**config.mk**
```make
export PLATFORM = sky130hd
export DESIGN_NAME = cap_tbase_ctrl
export DESIGN_NICKNAME = d
export VERILOG_FILES = /design/src/rtl/ctb_pkg.sv /design/src/rtl/cap_src_dec.sv /design/src/rtl/cap_ctl_reg.sv /design/src/rtl/cap_cnt.sv /design/src/rtl/cap_tbase_ctrl.sv
export SDC_FILE = /design/constraint.sdc
export NUM_CORES = 1
export LEC_CHECK = 0
export BUFFER_PORTS_ARGS = -buffer_cell sky130_fd_sc_hd__buf_2
export CAP_MARGIN = 10
export CORE_ASPECT_RATIO = 1.2
export CORE_MARGIN = 1
export CORE_UTILIZATION = 33
export CTS_CLUSTER_DIAMETER = 60
export CTS_CLUSTER_SIZE = 8
export DETAILED_ROUTE_END_ITERATION = 6
export PLACE_DENSITY = 0.58
export SLEW_MARGIN = 30
export SYNTH_ARGS = -nofsm -noshare
export SYNTH_HDL_FRONTEND = slang
export SYNTH_SLANG_ARGS = --single-unit
export TNS_END_PERCENT = 5
```
**constraint.sdc**
```tcl
create_clock -name clk -period 4.5 [get_ports clk]
set_input_delay 0.675 -clock clk [delete_from_list [all_inputs] [get_ports clk]]
set_output_delay 0.675 -clock clk [all_outputs]
set_load 0.005 [all_outputs]
```
**src/rtl/ctb_pkg.sv**
```systemverilog
package ctb_pkg;
  localparam int SEL_W   = 5;
  localparam int NSRC    = 1 << SEL_W;
  localparam int CTL_W   = 16;
  localparam int B_CASC  = 8;
  localparam int B_TRIG  = 7;
  localparam int B_RUN   = 6;
  localparam logic [CTL_W-1:0] CTL_RST  = 16'h000D;
  localparam logic [CTL_W-1:0] CTL_MASK = 16'h01DF;

  // Legal source codes; trigger-only codes are dropped in sync mode
  function automatic logic code_usable(input logic [SEL_W-1:0] c, input logic trig);
    logic ok;
    ok = 1'b0;
    if (c >= 5'd1  && c <= 5'd5)  ok = 1'b1;
    if (c >= 5'd10 && c <= 5'd15) ok = 1'b1;
    if (c >= 5'd20 && c <= 5'd23) ok = 1'b1;
    if (c >= 5'd24 && c <= 5'd28) ok = trig;
    return ok;
  endfunction
endpackage

```
**src/rtl/cap_src_dec.sv**
```systemverilog
module cap_src_dec
  import ctb_pkg::*;
(
  input  logic [SEL_W-1:0] sel,
  input  logic             trig,
  input  logic [NSRC-1:0]  src_pulse,
  output logic             evt
);
  always_comb evt = code_usable(sel, trig) & src_pulse[sel];
endmodule

```
**src/rtl/cap_ctl_reg.sv**
```systemverilog
module cap_ctl_reg
  import ctb_pkg::*;
(
  input  logic             clk,
  input  logic             rst,
  input  logic             wr,
  input  logic [CTL_W-1:0] wdata,
  input  logic             evt,
  output logic [CTL_W-1:0] ctl_q
);
  logic hw_set;
  assign hw_set = ctl_q[B_TRIG] & evt;

  always_ff @(posedge clk) begin
    if (rst) begin
      ctl_q <= CTL_RST;
    end else if (wr) begin
      // hardware set outranks a software clear in the same cycle
      ctl_q <= (wdata & CTL_MASK) | (CTL_W'(hw_set) << B_RUN);
    end else if (hw_set) begin
      ctl_q[B_RUN] <= 1'b1;
    end
  end
endmodule

```
**src/rtl/cap_cnt.sv**
```systemverilog
module cap_cnt #(
  parameter int W = 16
) (
  input  logic         clk,
  input  logic         rst,
  input  logic         zero,
  input  logic         inc,
  output logic [W-1:0] cnt
);
  always_ff @(posedge clk) begin
    if (rst)       cnt <= '0;
    else if (zero) cnt <= '0;
    else if (inc)  cnt <= cnt + W'(1);
  end
endmodule

```
**src/rtl/cap_tbase_ctrl.sv**
```systemverilog
module cap_tbase_ctrl
  import ctb_pkg::*;
#(
  parameter int CNT_W = 16
) (
  input  logic             clk,
  input  logic             rst,
  input  logic [1:0]       ctl_wr,
  input  logic [CTL_W-1:0] ctl_wdata,
  input  logic [NSRC-1:0]  src_pulse,
  output logic [CTL_W-1:0] ctl_rd_lo,
  output logic [CTL_W-1:0] ctl_rd_hi,
  output logic [CNT_W-1:0] cnt_lo,
  output logic [CNT_W-1:0] cnt_hi
);
  localparam int NCH = 2;
  localparam logic [CNT_W-1:0] CNT_MAX = {CNT_W{1'b1}};

  logic [CTL_W-1:0] ctl   [NCH];
  logic [CNT_W-1:0] cnt   [NCH];
  logic [NCH-1:0]   evt;
  logic [NCH-1:0]   zero_own;
  logic [NCH-1:0]   zero_eff;
  logic [NCH-1:0]   inc_eff;
  logic             casc_on;
  logic             carry_lo;

  assign casc_on  = ctl[0][B_CASC] & ctl[1][B_CASC];
  assign carry_lo = ~zero_own[0] & (cnt[0] == CNT_MAX);

  for (genvar i = 0; i < NCH; i++) begin : g_ch
    cap_src_dec u_dec (
      .sel       (ctl[i][SEL_W-1:0]),
      .trig      (ctl[i][B_TRIG]),
      .src_pulse (src_pulse),
      .evt       (evt[i])
    );

    cap_ctl_reg u_reg (
      .clk   (clk),
      .rst   (rst),
      .wr    (ctl_wr[i]),
      .wdata (ctl_wdata),
      .evt   (evt[i]),
      .ctl_q (ctl[i])
    );

    // trigger mode: held while not running; sync mode: cleared by event
    assign zero_own[i] = ctl[i][B_TRIG] ? ~ctl[i][B_RUN] : evt[i];

    if (i == 0) begin : g_lower
      assign zero_eff[i] = zero_own[i];
      assign inc_eff[i]  = 1'b1;
    end else begin : g_upper
      assign zero_eff[i] = casc_on ? zero_own[0] : zero_own[i];
      assign inc_eff[i]  = casc_on ? carry_lo    : 1'b1;
    end

    cap_cnt #(.W(CNT_W)) u_cnt (
      .clk  (clk),
      .rst  (rst),
      .zero (zero_eff[i]),
      .inc  (inc_eff[i]),
      .cnt  (cnt[i])
    );
  end

  assign ctl_rd_lo = ctl[0];
  assign ctl_rd_hi = ctl[1];
  assign cnt_lo    = cnt[0];
  assign cnt_hi    = cnt[1];
endmodule

```
==> impl_metrics.tcl <==
set metrics [dict create \
    status "finished, final reports clean" \
    max-cap-violations 0 \
    worstMarginPinSlew_ps 775 \
    power_density_nw_per_um2 275 \
    final-setup-viol-count 0 \
    grtUsageTotal_pct 16.3 \
    final_cell_mix "buf_2, dfxtp_1, nor2_1, mux2i_1, nand3_1" \
    worst_slack_ps 1270 \
    synth_seq_cells 48 \
    syn_inst 345 \
    grt_max_degree 19 \
    vdd_ir_drop_max_mv 0.131 \
    worstPathCellList "mux2i_1 > mux4_1 > a22oi_2 > a211o_1 > o32a_4 > nor3_1" \
    n_antenna_cell 0 \
    die_w_um 92.0 \
    cts_tree "yes" \
    setup_tns_ps 0 \
    crit_arrival_ps 3390 \
    synth_edf_count 0 \
    synthTopCellsByArea "dfxtp_1, mux4_2, mux2i_1, buf_4, nor2_1" \
    core_um2 9470 \
    via_per_inst 5.30 \
    synth_fa_ha_area_share_pct 0.780 \
    post-cts-setup-buffer-count 0 \
    drc 0 \
    synth.distinct_cells 52 \
    critPathSlowestCell "dfxtp_1" \
    synth_compound_area_share_pct 19.6 \
    path_clk_slew_ps 60 \
    dr.pass1.iters 6 \
    finalHoldViolCount 0 \
    vias 2886 \
    cts_resized 0 \
    io_pins 116 \
    synthMuxAreaShare_pct 17.4 \
    routed_wl_um 8270 \
    cts_sinks 48 \
    synth_xor_area_share_pct 3.82 \
    antenna_found_initial 1 \
    hold_class "reg -> reg" \
    drv_slew 0 \
    drive_gt1_share_pct 29.4 \
    async_reset_ff_share_pct 0 \
    cts_hold_buf 0 \
    rsz0062_at_grt "false" \
    dpl_worst_slack_ps 1250 \
    final_cell_area_um2 3760 \
    place_area_um2 3610 \
    path_max_fanout 17 \
    max_stage_delay_ps 820 \
    nets 475 \
    dp_hpwl_um 6190 \
    syn_avg_cell_area_um2 9.30 \
    final_common_cell "buf_2" \
    final_core_util_pct 39.8 \
    clock_latency_ps 290 \
    die_h_um 110 \
    clockBufferDepth 2 \
    critPathRequiredTime_ps 4660 \
    synth_top_family_by_area "compound AO/OA/AOI/OAI gates" \
    cts-root-buf "clkbuf_16" \
    crit_type "reg -> reg" \
    place.gp.congestion 0.841 \
    cp-start-kind "flop" \
    synth_area_um2 3210 \
    yosys_warnings 0 \
    grt-ovfl-total 0 \
    period_share_pct 71.8 \
    finalCriticalPeriod_ps 3230 \
    yosysSeqAreaShare_pct 30.0 \
    rows 39 \
    multi_input_area_um2 2010 \
    synthToLayoutAreaGrowth_pct 17.3 \
    post_synth_and_or_nand_nor_area_fraction_pct 19.3 \
    drtIter0Drc 66 \
    start_util_pct 33.9 \
    synth_top_cell_by_area "dfxtp_1" \
    die-area_um2 10100 \
    h-tree-depth 2 \
    grt_pass1_vias 2601 \
    timing.slew.headroom_pct 48.2 \
    wl_per_cell_um 15.2 \
    final-seq-area_um2 961 \
    netlist.area_leader.share_pct 30.0 \
    max_freq_ghz 0.310 \
    p_leak_nw 1.53 \
    nFillCells 971 \
    port_buffers 91 \
    synthFlopType "dfxtp_1" \
    reg2reg_setup_slack_ps 1270 \
    cts_made_buffers 5 \
    ant_nets 0 \
    finClkSkew_ps 11.1 \
    grt_pass1_wl_um 13100 \
    end_kind "flop" \
]
per-stage QoR:
| stage | hold slack, ps | cells | power (mW) |
|---|---|---|---|
| 2_1_floorplan | 463 | 360 | 0.620 |
| 3_3_place_gp | 477 | 537 | 0.660 |
| 3_5_place_dp | 483 | 537 | 0.662 |
| 4_1_cts | 499 | 545 | 1.05 |
| 5_1_grt | 526 | 545 | 1.09 |
| 6_report | 495 | 545 | 1.03 |
power breakdown:
group / total (mW) / switching [mW] / internal (mW)
combinational: 0.179 / 0.0904 / 0.0882
sequential: 0.473 / 0.0331 / 0.440
clock: 0.383 / 0.161 / 0.222
flip-flops by register name (all words and copies together) (netlist names):
register / cells
g_ch.u_reg.ctl_q: 16
g_ch.u_cnt.cnt: 32
synth_stat cells (4+ instances only):
cell,instances
a2111o_1,10
a211o_1,7
a211oi_1,5
a21oi_1,7
a21oi_2,10
and3_1,6
buf_4,21
clkbuf_1,8
dfxtp_1,48
inv_1,8
mux2i_1,26
mux4_2,12
nand2_1,19
nand3_1,20
nand4_1,9
nor2_1,37
nor2b_1,13
nor3_1,8
o211ai_1,7
o221ai_1,5
xnor2_1,4
xor2_1,10
critical path, delay by kind of cell (launching register included):
kind            cells  cell delay [ps]
compound gates      3             1470
mux                 2              710
flops               1              820
simple gates        1              100
cell families (layout without fill, tap and decap cells):
group                    Yosys count  after routing
XOR/XNOR                          14             14
AO/OA/AOI/OAI                     71             71
buffers and inverters             45            107
multiplexers                      39             39
flip-flops                        48             48
adder cells (fa/ha/maj)            2              2
other                              1             16
AND/OR/NAND/NOR                  125            125
cell type report:
class	instances	area share, %
Clock buffer	7	3.79
Inverter	8	0.798
Tap cell	123	4.09
Multi-Input combinational cell	267	53.5
Clock inverter	1	0.199
Timing Repair Buffer	91	12.1
Sequential cell	48	25.5
final timing paths:
kind | start | endpoint | cells after the start
min reg2reg | g_ch[0].u_cnt.cnt[0] | g_ch[0].u_cnt.cnt[0] | 1
max | g_ch[0].u_reg.ctl_q[0] | g_ch[1].u_cnt.cnt[4] | 6
max reg2reg | g_ch[0].u_reg.ctl_q[0] | g_ch[1].u_cnt.cnt[4] | 6
min | g_ch[0].u_cnt.cnt[0] | g_ch[0].u_cnt.cnt[0] | 1
routing by layer:
metal	GRT usage, %	vias up	share of wire [%]
met1	20.6	1362	44
met4	5.02	2	0.68
met5	0	-	0.19
li1	-	1417	-
met3	3.57	8	5.4
met2	27.9	97	50
No activity file was read; power rests on OpenSTA's default activity.
